**src/rtl/rtc_adj_pkg.sv**
```systemverilog
// Package: shared widths and the trim word layout for the one-second prescaler.
// Assumes the fraction field sits in the low bits of the word written by software.
package rtc_adj_pkg;
    localparam int COARSE_W = 17;
    localparam int FRAC_W   = 2;
    localparam int FRAME_N  = 1 << FRAC_W;
    localparam int CNT_W    = COARSE_W + 1;

    typedef logic [COARSE_W-1:0] coarse_t;
    typedef logic [FRAC_W-1:0]   frac_t;
    typedef logic [CNT_W-1:0]    cnt_t;

    typedef struct packed {
        coarse_t coarse;
        frac_t   frac;
    } trim_t;

    localparam int TRIM_W = $bits(trim_t);
endpackage

```
**src/rtl/rtc_adj_stage.sv**
```systemverilog
// Trim staging: holds the software word until the next boundary, then copies it
// into the active setting on the edge that issues the tick.
// Assumes load_i is high for exactly the cycle in which the current second ends.
module rtc_adj_stage
    import rtc_adj_pkg::*;
#(
    parameter trim_t RST_TRIM = '0
) (
    input  logic  clk_i,
    input  logic  rst_ni,
    input  logic  wr_en_i,
    input  trim_t wr_trim_i,
    input  logic  load_i,
    output trim_t act_o
);
    trim_t staged_q;
    trim_t act_q;
    logic  pend_q;

    // Capture writes into staging, and move a pending word to active at the boundary.
    always_ff @(posedge clk_i) begin
        if (!rst_ni) begin
            staged_q <= RST_TRIM;
            act_q    <= RST_TRIM;
            pend_q   <= 1'b0;
        end else begin
            if (wr_en_i) begin
                staged_q <= wr_trim_i;
            end
            if (load_i && pend_q) begin
                act_q <= staged_q;
            end
            pend_q <= wr_en_i | (pend_q & ~load_i);
        end
    end

    assign act_o = act_q;

    p_hold_between_r6: assert property (@(posedge clk_i) disable iff (!rst_ni)
        !load_i |=> $stable(act_q));

    p_pending_drop_r7: assert property (@(posedge clk_i) disable iff (!rst_ni)
        (load_i && !wr_en_i) |=> !pend_q);
endmodule

```
**src/rtl/rtc_adj_frame.sv**
```systemverilog
// Frame sequencer: steps a frame index once per second and flags the seconds
// that receive the extra clock (index below the fraction value).
// Assumes adv_i pulses once per second boundary.
module rtc_adj_frame
    import rtc_adj_pkg::*;
(
    input  logic  clk_i,
    input  logic  rst_ni,
    input  logic  adv_i,
    input  frac_t frac_i,
    output logic  extra_o
);
    frac_t idx_q;

    // Advance the frame index at each boundary; it wraps naturally at FRAME_N.
    always_ff @(posedge clk_i) begin
        if (!rst_ni) begin
            idx_q <= '0;
        end else if (adv_i) begin
            idx_q <= idx_q + frac_t'(1);
        end
    end

    // Select this second for the extra clock when its index is below the fraction.
    always_comb begin
        extra_o = (idx_q < frac_i);
    end

    p_frame_step_r4: assert property (@(posedge clk_i) disable iff (!rst_ni)
        adv_i |=> (idx_q == frac_t'($past(idx_q) + frac_t'(1))));

    p_frame_hold_r4: assert property (@(posedge clk_i) disable iff (!rst_ni)
        !adv_i |=> $stable(idx_q));
endmodule

```
**src/rtl/rtc_adj_divider.sv**
```systemverilog
// Period divider: counts input clocks from zero to coarse (+1 when extra) and
// raises a registered one-cycle tick when the end value is reached.
// Assumes coarse and extra change only on the edge that ends a second.
module rtc_adj_divider
    import rtc_adj_pkg::*;
(
    input  logic    clk_i,
    input  logic    rst_ni,
    input  coarse_t coarse_i,
    input  logic    extra_i,
    output logic    end_o,
    output logic    tick_o
);
    cnt_t cnt_q;
    cnt_t limit;
    logic tick_q;

    // Form the end value of the current second.
    always_comb begin
        limit = {1'b0, coarse_i} + {{COARSE_W{1'b0}}, extra_i};
        end_o = (cnt_q == limit);
    end

    // Count clocks within the second and register the boundary pulse.
    always_ff @(posedge clk_i) begin
        if (!rst_ni) begin
            cnt_q  <= '0;
            tick_q <= 1'b0;
        end else begin
            cnt_q  <= end_o ? '0 : cnt_q + cnt_t'(1);
            tick_q <= end_o;
        end
    end

    assign tick_o = tick_q;

    p_no_overflow_r10: assert property (@(posedge clk_i) disable iff (!rst_ni)
        cnt_q <= limit);

    p_tick_restart_r3: assert property (@(posedge clk_i) disable iff (!rst_ni)
        tick_q |-> (cnt_q == '0));

    p_tick_single_r9: assert property (@(posedge clk_i) disable iff (!rst_ni)
        (tick_q && coarse_i != '0) |=> !tick_q);
endmodule

```
**src/rtl/rtc_rate_trim.sv**
```systemverilog
// Top: one-second prescaler with a staged coarse/fraction trim word.
// Assumes writes arrive as one-cycle strobes; the clock is the crystal-derived clock.
module rtc_rate_trim
    import rtc_adj_pkg::*;
#(
    parameter int unsigned RST_COARSE = 32767
) (
    input  logic              clk_i,
    input  logic              rst_ni,
    input  logic              wr_en_i,
    input  logic [TRIM_W-1:0] wr_data_i,
    output logic              tick_o
);
    localparam trim_t RST_TRIM = '{coarse: coarse_t'(RST_COARSE), frac: '0};

    trim_t act;
    logic  sec_end;
    logic  extra;

    rtc_adj_stage #(.RST_TRIM(RST_TRIM)) stage_i (
        .clk_i     (clk_i),
        .rst_ni    (rst_ni),
        .wr_en_i   (wr_en_i),
        .wr_trim_i (trim_t'(wr_data_i)),
        .load_i    (sec_end),
        .act_o     (act)
    );

    rtc_adj_frame frame_i (
        .clk_i   (clk_i),
        .rst_ni  (rst_ni),
        .adv_i   (sec_end),
        .frac_i  (act.frac),
        .extra_o (extra)
    );

    rtc_adj_divider div_i (
        .clk_i    (clk_i),
        .rst_ni   (rst_ni),
        .coarse_i (act.coarse),
        .extra_i  (extra),
        .end_o    (sec_end),
        .tick_o   (tick_o)
    );

    p_reset_quiet_r1: assert property (@(posedge clk_i)
        !rst_ni |=> !tick_o);
endmodule

```
**config.mk**
```make
export PLATFORM = sky130hd
export DESIGN_NAME = rtc_rate_trim
export DESIGN_NICKNAME = d
export VERILOG_FILES = /design/src/rtl/rtc_adj_pkg.sv /design/src/rtl/rtc_adj_stage.sv /design/src/rtl/rtc_adj_frame.sv /design/src/rtl/rtc_adj_divider.sv /design/src/rtl/rtc_rate_trim.sv
export SDC_FILE = /design/constraint.sdc
export NUM_CORES = 1
export LEC_CHECK = 0
export BUFFER_PORTS_ARGS = -buffer_cell sky130_fd_sc_hd__buf_4
export CORE_ASPECT_RATIO = 1.4
export CORE_UTILIZATION = 40
export DETAILED_ROUTE_END_ITERATION = 8
export SKIP_CTS_REPAIR_TIMING = 1
export SLEW_MARGIN = 15
export SYNTH_ARGS = -nofsm -noshare
export SYNTH_HDL_FRONTEND = slang
export SYNTH_HIERARCHICAL = 1
export SYNTH_SLANG_ARGS = --single-unit
```
**constraint.sdc**
```tcl
create_clock -name clk_i -period 10.1 [get_ports clk_i]
set_input_delay 3.03 -clock clk_i [delete_from_list [all_inputs] [get_ports clk_i]]
set_output_delay 3.03 -clock clk_i [all_outputs]
set_load 0.02 [all_outputs]
```
==> flow_summary.toml <==
[run_status]
status = "finished clean"

[sta]
hold_viol_final = 0
period_minus_slack_ps = 3931
skew_ps = 8.837
report.final.slew_viol_count = 0
setup_slack_ps = 6169
max_freq_ghz = 0.2544
timing.hold.ws_ps = 474.1
finalSetupViolations = 0
slew_headroom_pct = 43.50
worst_pin_slew_ps = 847.4
fin_crit_sh_pct = 38.92
tns_ps = 0
rsz0062_at_grt = "false"

[route]
met3_wirelength_um = 181
routed_wirelength_um = 6300
vias = 2447
drtPass1Iterations = 4
dr.first_iter.drc_count = 108
maxUsedRoutingLayer = "met4"
wirelength_met1_um = 2906
wire_per_inst_um = 13.38
via_per_inst = 5.195
route.met2.wl_um = 3110
drc_errors = 0
ant_nets = 0

[yosys]
synth-edff-count = 0
ys.flop_type = "dfxtp_1"
avgSynthCellArea_um2 = 8.661
yosysWarnings = 6
syn_area_um2 = 3127
syn_inst = 361
synth_async_sr_flop_share_pct = 0
yosysUniqueCellTypes = 41
syn_nets = 387
synth_seq_area_share_pct = 38.42
ys_seq_elements = 60

[setup_path]
critPathRequiredTime_ps = 10290
critPathArrivalTime_ps = 4120
worst-path-buf-inv = 1
rrSetupSlack_ps = 6170
cp_max_fo = 23
startpoint = "stage_i/act_o[1]"
cp_common_cell = "ha_1"
r2r_cells = 13
critPathTopFamily = "simple AND/OR/NAND/NOR gates"
reg2reg_from = "stage_i/act_o[1]"
slowest_stage = "and2_1"
worst-setup-path-type = "flip-flop to flip-flop"
worstReg2RegEnd = "stage_i/act_o[4]"
cp-start-kind = "flip-flop"
crit_path_cell_trace = "inv_1 -> ha_1 -> a21oi_1 -> ha_1 -> ha_1 -> and3_1 -> a21oi_1 -> nand2b_1 -> a2111o_1 -> nor4_2 -> and2_1 -> and2_4 -> o211ai_1"
endpoint_kind = "flip-flop"
cpPeakStageDelay_ps = 730

[global_route]
grt_usage_pct = 17.28
grt_pass1_vias = 2404
grt_pass1_wl_um = 11290
grt_max_degree = 66
overflow = 0
antenna_found_initial = 0

[job]
cap_violations = 0

[cells_and_area]
multi_input_area_um2 = 1707
fillers = 733
diodes = 0
drive_above_1_share_pct = 13.90
area_growth_pct = 10.96
seqCellArea_um2 = 1201
finalNetCount = 395

[pwr]
p_switching_uw = 112.6
p_leak_uw = 0.001492
finalPower_uw = 481.0
power_frac_seq_pct = 51.7
pwr-share-comb_pct = 4.7
intPower_uw = 368.4
clock_power_share_pct = 43.6
switching_share_pct = 23.40
power_density_nw_per_um2 = 138.6
peakVddDrop_uv = 99.12

[placed_design]
io_buffers = 22
post-place-ws_ps = 6105
dp_hpwl_um = 4421
gp_congestion = 0.7636

[cts]
cts_buffers = 9
clockBufferDepth = 2
clkSinkCount = 60
root_buffer = "clkbuf_8"
clk_pin_slew_ps = 70
htree_levels = 3
clock_latency_ps = 340
cts_tree = "done"

[min_path]
hold_class = "flip-flop to flip-flop"
min_from = "stage_i/staged_q[12]"
hold_path_end = "stage_i/staged_q[12]"
hold_depth = 2

[floorplan]
num_rows = 37
die_y_um = 106.6
initial_utilization_pct = 41.95
dieArea_um2 = 8179
die_width_um = 76.72
core-area_um2 = 7453
ios = 23
## power by group through the flow
stage	logic, uW	registers (uW)	clock network (uW)
5_1_grt	25.4	249	228
4_1_cts	23.1	248	215
3_3_place_gp	22.4	254	0
2_1_floorplan	17.3	250	0
6_report	22.6	248	210
3_5_place_dp	23.0	254	0
## per-layer routing
layer  global-route usage, %  up-vias
li1                        -     1279
met1                   20.22     1117
met2                   30.42       40
met3                   2.809       11
met4                   8.242        0
met5                       0        -
## kinds of logic after synthesis
| group | Yosys count | share of synthesized area (%) |
|---|---|---|
| and+or+nand+nor | 135 | 21.97 |
| DFF | 60 | 38.42 |
| AOI/OAI and AO/OA | 57 | 13.41 |
| buffers and inverters | 45 | 7.002 |
| xor gates and xnor gates | 40 | 11.20 |
| muxes | 20 | 6.402 |
| adders and majority gates | 4 | 1.601 |
## metrics by stage
step,util [%],instances,instance area (um^2)
2_1_floorplan,-,361,3127
3_3_place_gp,43.97,455,3277
3_5_place_dp,43.97,455,3277
4_1_cts,46.55,471,3470
5_1_grt,46.55,471,3470
6_report,46.55,471,3470
## Yosys cell counts (all sizes together), types with 2 or more instances
library cell	count	share of area (%)
ha	4	1.6
nor2b	5	1.0
nand4	15	3.0
xnor2	27	7.6
nand3	29	4.8
nor3	6	0.96
o211ai	17	5.7
nor2	8	0.96
and4	3	0.84
o21a	2	0.48
inv	18	2.2
buf	20	4.0
nor4	5	1.2
xor2	13	3.6
and3	7	1.4
mux2i	20	6.4
nand2b	4	0.80
dfxtp	60	38
o21ai	6	0.96
a21oi	23	3.7
and2	5	1.1
clkbuf	7	0.84
nand2	47	5.6
## cells in the final DEF, fill, tap and decap left out, types with 5 or more instances in the layout
cell type,n
buf_4,24
nor3_1,6
nand4_1,15
nand3_1,28
clkbuf_8,9
xnor2_1,27
o21ai_0,6
inv_1,18
nor2b_1,5
mux2i_1,20
and3_1,7
xor2_1,13
nand2_1,47
dfxtp_1,60
o211ai_2,10
o211ai_1,7
a21oi_1,23
nor2_1,8
## worst reg2reg max path, cell delays in order, from the launching register on
cell and delay (ps):
dfxtp_1 340, inv_1 50, ha_1 280, a21oi_1 160, ha_1 230, ha_1 230, and3_1 300, a21oi_1 120
nand2b_1 160, a2111o_1 450, nor4_2 190, and2_1 730, and2_4 440, o211ai_1 120
## state kept, by name, indices dropped and copies added, names as in the netlist
name	cells
div_i/cnt_q	18
div_i/tick_o	1
frame_i/idx_q	2
stage_i/act_o	19
stage_i/pend_q	1
stage_i/staged_q	19
## layout make-up
cell class,instances,area share (%)
multi-input cells,256,49.19
flip-flops and latches,60,34.62
repair buffers,24,5.193
clock buffers,10,3.678
well taps,97,3.498
inverters,18,1.947
clock inverters,6,1.875
## how the worst max path moves through the flow
| stage | end | slack [ps] | cells after the start |
|---|---|---|---|
| 6_report | stage_i/act_o[4] | 6170 | 13 |
| 5_1_grt | stage_i/act_o[18] | 5710 | 13 |
| 4_1_cts | stage_i/act_o[3] | 6110 | 13 |
| 3_5_place_dp | stage_i/act_o[4] | 6110 | 13 |
| 3_3_place_gp | stage_i/act_o[1] | 6180 | 3 |
| 2_1_floorplan | div_i/cnt_q[10] | 6310 | 4 |
(Power assumes the default switching activity.)
